**src/rtl/rxh_pkg.sv**
```systemverilog
// Shared definitions for the calibration scheduler and health monitor.
// Assumes confidence levels are ordered so that a larger value is better.
package rxh_pkg;
    localparam int NUM_RES = 3;           // phase, delay, gain residuals
    typedef logic [1:0] conf_t;           // 0 = no confidence, 3 = full

    // Lower of two confidence levels.
    function automatic conf_t lvl_min(input conf_t a, input conf_t b);
        return (a < b) ? a : b;
    endfunction
endpackage

```
**src/rtl/rxh_sat_cnt.sv**
```systemverilog
// Saturating up-counter with synchronous clear.
// Assumes: clr has priority over inc; RST_FULL selects the reset value
// (all ones when set, zero otherwise).
module rxh_sat_cnt #(
    parameter int W        = 8,
    parameter bit RST_FULL = 1'b0
) (
    input  logic         clk,
    input  logic         rst_n,
    input  logic         clr,
    input  logic         inc,
    output logic [W-1:0] count
);
    // Count up, hold at the maximum, clear on request.
    always_ff @(posedge clk) begin
        if (!rst_n)
            count <= RST_FULL ? '1 : '0;
        else if (clr)
            count <= '0;
        else if (inc && (count != '1))
            count <= count + 1'b1;
    end
endmodule

```
**src/rtl/rxh_temp_band.sv**
```systemverilog
// Temperature banding with hysteresis on both edges.
// Band index is temp >> SHIFT. A move is flagged combinationally while the
// reading lies HYST codes beyond the stored band; the band register follows
// on the same edge. Assumes the reading is stable during reset.
module rxh_temp_band #(
    parameter int TW    = 8,
    parameter int SHIFT = 4,
    parameter int HYST  = 2
) (
    input  logic          clk,
    input  logic          rst_n,
    input  logic [TW-1:0] temp,
    output logic          band_move
);
    localparam int EW = TW + 2;           // headroom for edge arithmetic
    localparam int BW = TW - SHIFT;

    logic [BW-1:0] band_q;
    logic [EW-1:0] lo_edge, hi_edge, t_ext;

    // Edges of the current band, widened against overflow.
    always_comb begin
        lo_edge   = EW'({band_q, {SHIFT{1'b0}}});
        hi_edge   = lo_edge + EW'(1 << SHIFT) + EW'(HYST);
        t_ext     = EW'(temp);
        band_move = (t_ext >= hi_edge) || ((t_ext + EW'(HYST)) < lo_edge);
    end

    // Load the band at reset and whenever the reading leaves it.
    always_ff @(posedge clk) begin
        if (!rst_n || band_move)
            band_q <= temp[TW-1:SHIFT];
    end
endmodule

```
**src/rtl/rxh_stress_win.sv**
```systemverilog
// Sliding-window stress detector.
// Keeps the per-cycle event count (0..2) of the last MAX_WIN edges and sums
// the newest win_len entries. Flags the rising crossing of the limit.
// Assumes MAX_WIN >= 2; a limit of zero disables detection.
module rxh_stress_win #(
    parameter int MAX_WIN = 64,
    parameter int WL_W    = 7,
    parameter int SUM_W   = 8
) (
    input  logic             clk,
    input  logic             rst_n,
    input  logic             ovd,
    input  logic             clamp,
    input  logic [WL_W-1:0]  win_len,
    input  logic [SUM_W-1:0] limit,
    output logic             rise
);
    logic [MAX_WIN-1:0][1:0] hist;
    logic [1:0]              evt;
    logic [SUM_W-1:0]        sum;
    logic                    over_now, over_q;

    assign evt = {1'b0, ovd} + {1'b0, clamp};

    // Shift the newest per-cycle event count into the history.
    always_ff @(posedge clk) begin
        if (!rst_n)
            hist <= '0;
        else
            hist <= {hist[MAX_WIN-2:0], evt};
    end

    // Sum the entries that lie inside the programmed window.
    always_comb begin
        sum = '0;
        for (int i = 0; i < MAX_WIN; i++) begin
            if (WL_W'(i) < win_len)
                sum = sum + SUM_W'(hist[i]);
        end
        over_now = (limit != '0) && (sum >= limit);
    end

    // Remember the last comparison to find the rising crossing.
    always_ff @(posedge clk) begin
        if (!rst_n)
            over_q <= 1'b0;
        else
            over_q <= over_now;
    end

    assign rise = over_now && !over_q;
endmodule

```
**src/rtl/rxh_resid_eval.sv**
```systemverilog
// Grades each residual against its limit and reduces to one level.
// Grade: 0 above the limit, 1 above half, 2 above a quarter, else 3.
// Purely combinational; the caller registers the result.
module rxh_resid_eval
    import rxh_pkg::*;
#(
    parameter int RW = 10
) (
    input  logic [NUM_RES-1:0][RW-1:0] res,
    input  logic [NUM_RES-1:0][RW-1:0] lim,
    output conf_t                      lvl,
    output logic                       any_over
);
    conf_t [NUM_RES-1:0] grade;
    logic  [NUM_RES-1:0] over;

    for (genvar g = 0; g < NUM_RES; g++) begin : g_ch
        logic [RW+1:0] r1, r2, r4, lx;
        assign lx = {2'b00, lim[g]};
        assign r1 = {2'b00, res[g]};
        assign r2 = {1'b0, res[g], 1'b0};
        assign r4 = {res[g], 2'b00};
        assign over[g] = r1 > lx;

        // Grade one residual by comparing scaled copies with the limit.
        always_comb begin
            if (over[g])      grade[g] = 2'd0;
            else if (r2 > lx) grade[g] = 2'd1;
            else if (r4 > lx) grade[g] = 2'd2;
            else              grade[g] = 2'd3;
        end
    end

    // Take the worst grade across all residuals.
    always_comb begin
        lvl = grade[0];
        for (int k = 1; k < NUM_RES; k++)
            lvl = lvl_min(lvl, grade[k]);
        any_over = |over;
    end
endmodule

```
**src/rtl/rx_cal_health.sv**
```systemverilog
// Calibration scheduler and health monitor (top).
// Merges band-move, stress and residual-overrun triggers into one pending
// request, issues it as a one-cycle pulse while no calibration is
// outstanding, tracks calibration age and derives the confidence level.
// Assumes cal_done marks the end of the outstanding calibration and that
// the residual inputs are valid in the same cycle.
module rx_cal_health
    import rxh_pkg::*;
#(
    parameter int TEMP_W     = 8,
    parameter int BAND_SHIFT = 4,
    parameter int BAND_HYST  = 2,
    parameter int CNT_W      = 8,
    parameter int AGE_W      = 16,
    parameter int AGE_FRESH  = 200,
    parameter int AGE_MID    = 400,
    parameter int AGE_OLD    = 800,
    parameter int RES_W      = 10,
    parameter int NOISE_W    = 12,
    parameter int MAX_WIN    = 64,
    localparam int WL_W      = $clog2(MAX_WIN + 1),
    localparam int SUM_W     = $clog2(2 * MAX_WIN + 1)
) (
    input  logic               clk,
    input  logic               rst_n,
    input  logic               ovd_evt,
    input  logic               clamp_evt,
    input  logic [TEMP_W-1:0]  temp_code,
    input  logic [NOISE_W-1:0] noise_lvl,
    input  logic               cal_done,
    input  logic [RES_W-1:0]   phase_res,
    input  logic [RES_W-1:0]   delay_res,
    input  logic [RES_W-1:0]   gain_res,
    input  logic [RES_W-1:0]   phase_lim,
    input  logic [RES_W-1:0]   delay_lim,
    input  logic [RES_W-1:0]   gain_lim,
    input  logic [WL_W-1:0]    win_len,
    input  logic [SUM_W-1:0]   stress_limit,
    output logic               cal_req,
    output logic [AGE_W-1:0]   cal_age,
    output logic               coh_valid,
    output logic [1:0]         df_conf,
    output logic [CNT_W-1:0]   ovd_count,
    output logic [CNT_W-1:0]   clamp_count,
    output logic [NOISE_W-1:0] noise_peak
);
    localparam logic [AGE_W-1:0] AGE_T3 = AGE_W'(AGE_FRESH);
    localparam logic [AGE_W-1:0] AGE_T2 = AGE_W'(AGE_MID);
    localparam logic [AGE_W-1:0] AGE_T1 = AGE_W'(AGE_OLD);

    logic  band_move, stress_rise, res_any_over, trig, issue;
    conf_t res_lvl_now, reslvl_q, age_lvl;
    logic  coh_q, pend_q, busy_q, req_q;
    logic  [NOISE_W-1:0] noise_q;
    logic  [1:0] evt_vec;
    logic  [1:0][CNT_W-1:0] evt_cnt;

    rxh_temp_band #(
        .TW(TEMP_W), .SHIFT(BAND_SHIFT), .HYST(BAND_HYST)
    ) u_band (
        .clk(clk), .rst_n(rst_n), .temp(temp_code), .band_move(band_move)
    );

    rxh_stress_win #(
        .MAX_WIN(MAX_WIN), .WL_W(WL_W), .SUM_W(SUM_W)
    ) u_stress (
        .clk(clk), .rst_n(rst_n), .ovd(ovd_evt), .clamp(clamp_evt),
        .win_len(win_len), .limit(stress_limit), .rise(stress_rise)
    );

    rxh_resid_eval #(.RW(RES_W)) u_resid (
        .res({gain_res, delay_res, phase_res}),
        .lim({gain_lim, delay_lim, phase_lim}),
        .lvl(res_lvl_now),
        .any_over(res_any_over)
    );

    // One saturating trend counter per stress source.
    assign evt_vec = {clamp_evt, ovd_evt};
    for (genvar g = 0; g < 2; g++) begin : g_evt
        rxh_sat_cnt #(.W(CNT_W), .RST_FULL(1'b0)) u_cnt (
            .clk(clk), .rst_n(rst_n), .clr(1'b0),
            .inc(evt_vec[g]), .count(evt_cnt[g])
        );
    end
    assign ovd_count   = evt_cnt[0];
    assign clamp_count = evt_cnt[1];

    rxh_sat_cnt #(.W(AGE_W), .RST_FULL(1'b1)) u_age (
        .clk(clk), .rst_n(rst_n), .clr(cal_done), .inc(1'b1), .count(cal_age)
    );

    assign trig  = band_move | stress_rise | (cal_done & res_any_over);
    assign issue = pend_q & ~busy_q;

    // Request scheduling: merge triggers, issue when idle, hold while busy.
    always_ff @(posedge clk) begin
        if (!rst_n) begin
            pend_q <= 1'b1;
            busy_q <= 1'b0;
            req_q  <= 1'b0;
        end else begin
            req_q  <= issue;
            busy_q <= issue ? 1'b1 : (cal_done ? 1'b0 : busy_q);
            pend_q <= (pend_q & ~issue) | trig;
        end
    end

    // Capture residual quality at each calibration completion.
    always_ff @(posedge clk) begin
        if (!rst_n) begin
            reslvl_q <= 2'd0;
            coh_q    <= 1'b0;
        end else if (cal_done) begin
            reslvl_q <= res_lvl_now;
            coh_q    <= ~res_any_over;
        end
    end

    // Track the noise peak since the last calibration.
    always_ff @(posedge clk) begin
        if (!rst_n)
            noise_q <= '0;
        else if (cal_done || (noise_lvl > noise_q))
            noise_q <= noise_lvl;
    end

    // Map calibration age onto a confidence ceiling.
    always_comb begin
        if (cal_age < AGE_T3)      age_lvl = 2'd3;
        else if (cal_age < AGE_T2) age_lvl = 2'd2;
        else if (cal_age < AGE_T1) age_lvl = 2'd1;
        else                       age_lvl = 2'd0;
    end

    assign df_conf    = lvl_min(reslvl_q, age_lvl);
    assign coh_valid  = coh_q;
    assign cal_req    = req_q;
    assign noise_peak = noise_q;
endmodule

```
**config.mk**
```make
export PLATFORM = sky130hd
export DESIGN_NAME = rx_cal_health
export DESIGN_NICKNAME = d
export VERILOG_FILES = /design/src/rtl/rxh_pkg.sv /design/src/rtl/rxh_sat_cnt.sv /design/src/rtl/rxh_temp_band.sv /design/src/rtl/rxh_stress_win.sv /design/src/rtl/rxh_resid_eval.sv /design/src/rtl/rx_cal_health.sv
export SDC_FILE = /design/constraint.sdc
export NUM_CORES = 1
export LEC_CHECK = 0
export BUFFER_PORTS_ARGS = -buffer_cell sky130_fd_sc_hd__buf_2
export CORE_ASPECT_RATIO = 0.7
export CORE_MARGIN = 10
export CORE_UTILIZATION = 50
export CTS_CLUSTER_DIAMETER = 100
export DETAILED_ROUTE_END_ITERATION = 16
export HOLD_SLACK_MARGIN = 0.15
export MAX_ROUTING_LAYER = met4
export PLACE_DENSITY_LB_ADDON = 0.12
export SLEW_MARGIN = 5
export SYNTH_ARGS = -nofsm -noshare
export SYNTH_HDL_FRONTEND = slang
export SYNTH_HIERARCHICAL = 1
export SYNTH_SLANG_ARGS = --single-unit
```
**constraint.sdc**
```tcl
create_clock -name clk -period 108.9 [get_ports clk]
set_input_delay 16.335 -clock clk [delete_from_list [all_inputs] [get_ports clk]]
set_output_delay 16.335 -clock clk [all_outputs]
set_load 0.005 [all_outputs]
```
* Word level (Yosys, flattened, before mapping)
Cells that the tools add are included.
Storage, ports and cells: register bits 183, output and inout port bits 48, logic and storage cells 336
Cells by class: $add $sub $neg 70, magnitude comparators 83, eq/ne operators 3, muxes and demuxes 83, bitwise logic cells 9, reductions and logical operators 13
Operator list (number):
- $mux W8 | 63
- $add A8 B2 Y8 | 62
- $lt A6 B7 Y1 const A | 32
- $lt A5 B7 Y1 const A | 16
- $lt A4 B7 Y1 const A | 8
- $gt A12 B10 Y1 | 3
- $gt A11 B10 Y1 | 3
- $mux W16 | 2
- $gt A10 B10 Y1 | 3
- $lt A3 B7 Y1 const A | 4
- $mux W2 | 12
- $add A16 B1 Y16 const B | 1
- $add A8 B1 Y8 const B | 2
- $lt A16 B10 Y1 const B | 1
- $lt A16 B8 Y1 const B | 1
- $lt A16 B9 Y1 const B | 1
- $ne A16 B16 Y1 const B | 1
- $ne A8 B8 Y1 const B | 2
- $lt A1 B7 Y1 const A | 2
- $lt A2 B7 Y1 const A | 2
- $gt A12 B12 Y1 | 1
- $add A10 B2 Y10 const B | 1
- $ge A8 B10 Y1 | 1
- $lt A10 B8 Y1 | 1
- other kinds (16) | 36

* Depth between registers and ports, before layout
depth after elaboration 134, depth in mapped cells 242

* Cells and area by module
Netlist, hierarchy kept.
Modules (own cells, without submodules):
- rxh_stress_win | instances 1, cells an instance 2539, area an instance 19288.5 sq um
- rxh_resid_eval | instances 1, cells an instance 263, area an instance 2074.5 sq um
- rx_cal_health | instances 1, cells an instance 133, area an instance 1122.3 sq um
- rxh_sat_cnt at u_age | instances 1, cells an instance 125, area an instance 993.5 sq um
- rxh_sat_cnt at g_evt[0].u_cnt ... | instances 2, cells an instance 46, area an instance 421.7 sq um
- rxh_temp_band | instances 1, cells an instance 42, area an instance 406.6 sq um

* Worst setup path before layout
No wires, ideal clock.
kind input to register, start point input port win_len[4], end point register pend_q, setup time 120 ps, arrival time 67311 ps, required time 108780 ps, path slack 41469 ps, stages 239, path buffers 2, path through buf_4 > or4_1 > buf_4 > o21a_1 > ha_1 > inv_1 > fa_1 > a21oi_1 > inv_1 > fa_1 > nand2_1 > o21a_1 > inv_1 > fa_1 > nand2_1 > o21a_1 > inv_1 > fa_1 > (+203 left out) > a31oi_1 > inv_1 > a21oi_1 > inv_1 > fa_1 > nor2b_1 > or4b_1 > o21ai_0 > xor2_1 > ha_1 > a21oi_1 > nor2b_1 > o21ai_0 > nand2b_1 > a21oi_1 > a211oi_1 > a211oi_1 > nand2_1
Between the ends: longest elaborated chain between the ends 134, elaborated cells on any way between the ends 197, those cells by class add/sub: 63; order compare: 65; mux: 64; bitwise: 3; reduce/logical: 2
RTL lines:
- from (decl) | line rx_cal_health.sv:37 | input logic [WL_W-1:0] win_len,
- $lt A1 B7 Y1 | line rxh_stress_win.sv:37 | if (WL_W'(i) < win_len)
- $mux W2 | line rxh_stress_win.sv:37
- $add A2 B2 Y3 | line rxh_stress_win.sv:38 | sum = sum + SUM_W'(hist[i]);
- $mux W8 | line rxh_stress_win.sv:37
- $add A8 B2 Y8 | line rxh_stress_win.sv:38
- $mux W8 | line rxh_stress_win.sv:37
- $add A8 B2 Y8 | line rxh_stress_win.sv:38
- $mux W8 | line rxh_stress_win.sv:37
- (+118 left out)
- $add A8 B2 Y8 | line rxh_stress_win.sv:38
- $mux W8 (*) | line rxh_stress_win.sv:37
- $ge A8 B8 Y1 (*) | line rxh_stress_win.sv:40 | over_now = (limit != '0) && (sum >= limit);
- $logic_and A1 B1 Y1 (*) | line rxh_stress_win.sv:40
- $logic_and A1 B1 Y1 (*) | line rxh_stress_win.sv:51 | assign rise = over_now && !over_q;
- named net stress_rise | line rx_cal_health.sv:51 | logic band_move, stress_rise, res_any_over, trig, issue;
- $or A1 B1 Y1 (*) (2 in series) | line rx_cal_health.sv:93 | assign trig = band_move | stress_rise | (cal_done & res_any_over);
- $or A1 B1 Y1 (*) | line rx_cal_health.sv:105 | pend_q <= (pend_q & ~issue) | trig;
- to (signal assigned) | line rx_cal_health.sv:105
- to (decl) | line rx_cal_health.sv:53 | logic coh_q, pend_q, busy_q, req_q;
Mark *: on every way through the listed nets, which the timed path passes. The rest lies on a longest branch. A chain may end at the register's enable or synchronous reset.

* Worst setup path in the final report
start point input port win_len[6], end point register pend_q
The elaborated chain is that of the path after synthesis.

==> results_dict.tcl <==
set metrics [dict create \
    outcome "complete, no violations" \
    max_freq_mhz 13.69 \
    ctsResizeCount 0 \
    max_stage_delay_ns 0.83 \
    grt_use_total 0.2362 \
    dr_total_vias 22860 \
    netlist_area_sq_um 24730 \
    core_sq_um 49090 \
    final-max-slew-violation-count 0 \
    numCtsBuffers 17 \
    synth_top_area_frac 0.1449 \
    synth.distinct_cells 131 \
    fin_crit_sh 0.6708 \
    gp_congestion 0.9086 \
    fin_cells 3979 \
    hold_class "reg -> reg" \
    dieArea_sq_um 58890 \
    cts_sinks 183 \
    first_iter_violations 1815 \
    ys_top_cells_by_count "361 x nor2_1, 285 x inv_1, 285 x nand2_1, 244 x ha_1, 242 x a21oi_1" \
    ir_drop_mv 0.007320 \
    final_nets 3704 \
    dp_hpwl_mm 54.99 \
    critPathLaunchType "primary input" \
    synth_seq_area_share 0.1498 \
    postCtsSetupBuffers 0 \
    power.leakage_uw 0.01101 \
    maxSlewHeadroom 0.3418 \
    worst_pin_slew_ns 0.9873 \
    grt_pass1_vias 21620 \
    htreeDepth 4 \
    antenna_found_initial 5 \
    cts_hold_buf 0 \
    grt-ovfl-total 0 \
    wire_per_inst_microns 17.34 \
    synth_most_common_cell "nor2_1" \
    drc 0 \
    portBuffers 146 \
    worstPathArrival_ns 73.39 \
    rsz0062_at_grt "false" \
    place_ws_ns 35.64 \
    grt_pass1_wl_mm 112.7 \
    period_needed_ns 73.05 \
    io_pins 148 \
    drive_above_1_share 0.1100 \
    finalSetupTns_ns 0 \
    vias_per_cell 5.744 \
    cp-end-kind "flop" \
    ant_nets 0 \
    ys_warn_count 6 \
    rows 68 \
    clkTransAtPathRegs_ns 0.07 \
    routed_wl_mm 69.01 \
    worst_path_most_repeated_cell "fa_1" \
    syn2layout_area_growth_pct 7.903 \
    postSynthAreaPerCell_sq_um 7.742 \
    synthCells 3194 \
    start_util 0.5037 \
    cp_slowest_cell "or4_1" \
    die_h_microns 206.1 \
    cts_root_buffer "clkbuf_16" \
    register_area_sq_um 3704 \
    multiInputGateArea_sq_um 19630 \
    final-hold-violation-count 0 \
    ys_ff_latch 183 \
    clock_path_buffers 2 \
    worstPathRequired_ns 109.24 \
    maxCapViolCount 0 \
    post-route-worst-setup-slack_ns 35.85 \
    drtPass1Iterations 8 \
    power.density_nw_per_um2 8.025 \
    cts_tree "done" \
    hold_ws_ns 0.4604 \
    worstPathMaxFanout 40 \
    die_width_microns 285.8 \
    fillers 4676 \
    synth_edf_count 4 \
    crit_type "in -> reg" \
    insertion_delay_ns 0.45 \
    ys_top_cells_by_area "dfxtp_1 14%, ha_1 12%, xnor2_1 5.6%, nor2_1 5.5%, fa_1 5.1%" \
    grt_max_degree 87 \
    finalSetupViolCount 0 \
    synthFlopType "dfxtp_1" \
    yosys.area.top_type "dfxtp_1" \
    post-place-cells 3943 \
    synthArstFlopShare 0 \
    finClkSkew_ns 0.01234 \
]
[final cells by class]
type | count | area share
Antenna cell | 5 | 0.0004689
Clock buffer | 18 | 0.01646
Clock inverter | 13 | 0.006237
Inverter | 286 | 0.04023
Multi-Input combinational cell | 2650 | 0.7355
Sequential cell | 183 | 0.1388
Tap cell | 665 | 0.03118
Timing Repair Buffer | 159 | 0.03114
[cell families (layout without fill, tap and decap cells)]
family	count (synthesis)	after routing	share of synthesized area
xor gates and xnor gates	299	299	0.1435
and+or+nand+nor	1244	1244	0.2524
buffers and inverters	370	476	0.05809
AOI/OAI and AO/OA	699	699	0.1823
other	2	16	0.0003037
DFF	183	183	0.1498
muxes	87	87	0.03795
adders and majority gates	310	310	0.1757
[placed cells by master, fill, tap and decap left out, types with 107 or more instances in the layout]
| cell type | n |
|---|---|
| ha_1 | 244 |
| o21ai_0 | 143 |
| inv_1 | 285 |
| buf_2 | 145 |
| xnor2_1 | 159 |
| nor2_1 | 360 |
| nand2_1 | 285 |
| and2_1 | 107 |
| dfxtp_1 | 179 |
| a21oi_1 | 242 |
[worst max-delay path: cells and delay by family]
kind	cells	cell delay, ns
buf+inv	49	4.36
compound gates	58	12.88
xor+xnor	1	0.19
mux	6	1.35
fa+ha+maj	65	30.71
simple gates	60	7.50
[stage by stage]
stage	instance area, sq um	util	total power, uW
floorplan	24760	-	127.3
global placement	26070	0.5309	143.9
detailed placement	26070	0.5309	147.3
CTS	26670	0.5433	214.9
global route	26680	0.5435	229.7
finish	26680	0.5435	214.1
[routing by layer]
layer / global-route usage / vias up / routed length (microns) / part of all wire
met5: - / - / 0 / 0
met4: 0.04464 / 0 / 807 / 0.012
met3: 0.02592 / 59 / 3612 / 0.052
met2: 0.3627 / 572 / 29920 / 0.43
met1: 0.3332 / 10860 / 34670 / 0.50
li1: - / 11370 / - / -
[path summary, 6_finish.rpt]
kind	from	to	slack [ns]	cells past startpoint
setup / recovery	win_len[6]	pend_q	35.85	239
hold / removal	u_stress/hist[122]	u_stress/hist[124]	0.46	1
setup reg to reg	u_stress/hist[0]	pend_q	52.72	236
hold reg to reg	u_stress/hist[122]	u_stress/hist[124]	0.46	1
[state kept, by name, summed over array words and instances, names as in the netlist]
signal,cells
u_band/band_q,4
busy_q,1
reslvl_q,2
noise_peak,12
u_stress/hist,128
pend_q,1
g_evt.u_cnt/count,16
u_stress/over_q,1
cal_req,1
u_age/count,16
coh_valid,1
[where the power goes]
group          total, uW  internal (uW)  switching, uW
sequential          70.6           68.7           1.93
clock               67.2           37.0           30.2
combinational       76.3           29.6           46.7
(Power assumes the default switching activity.)
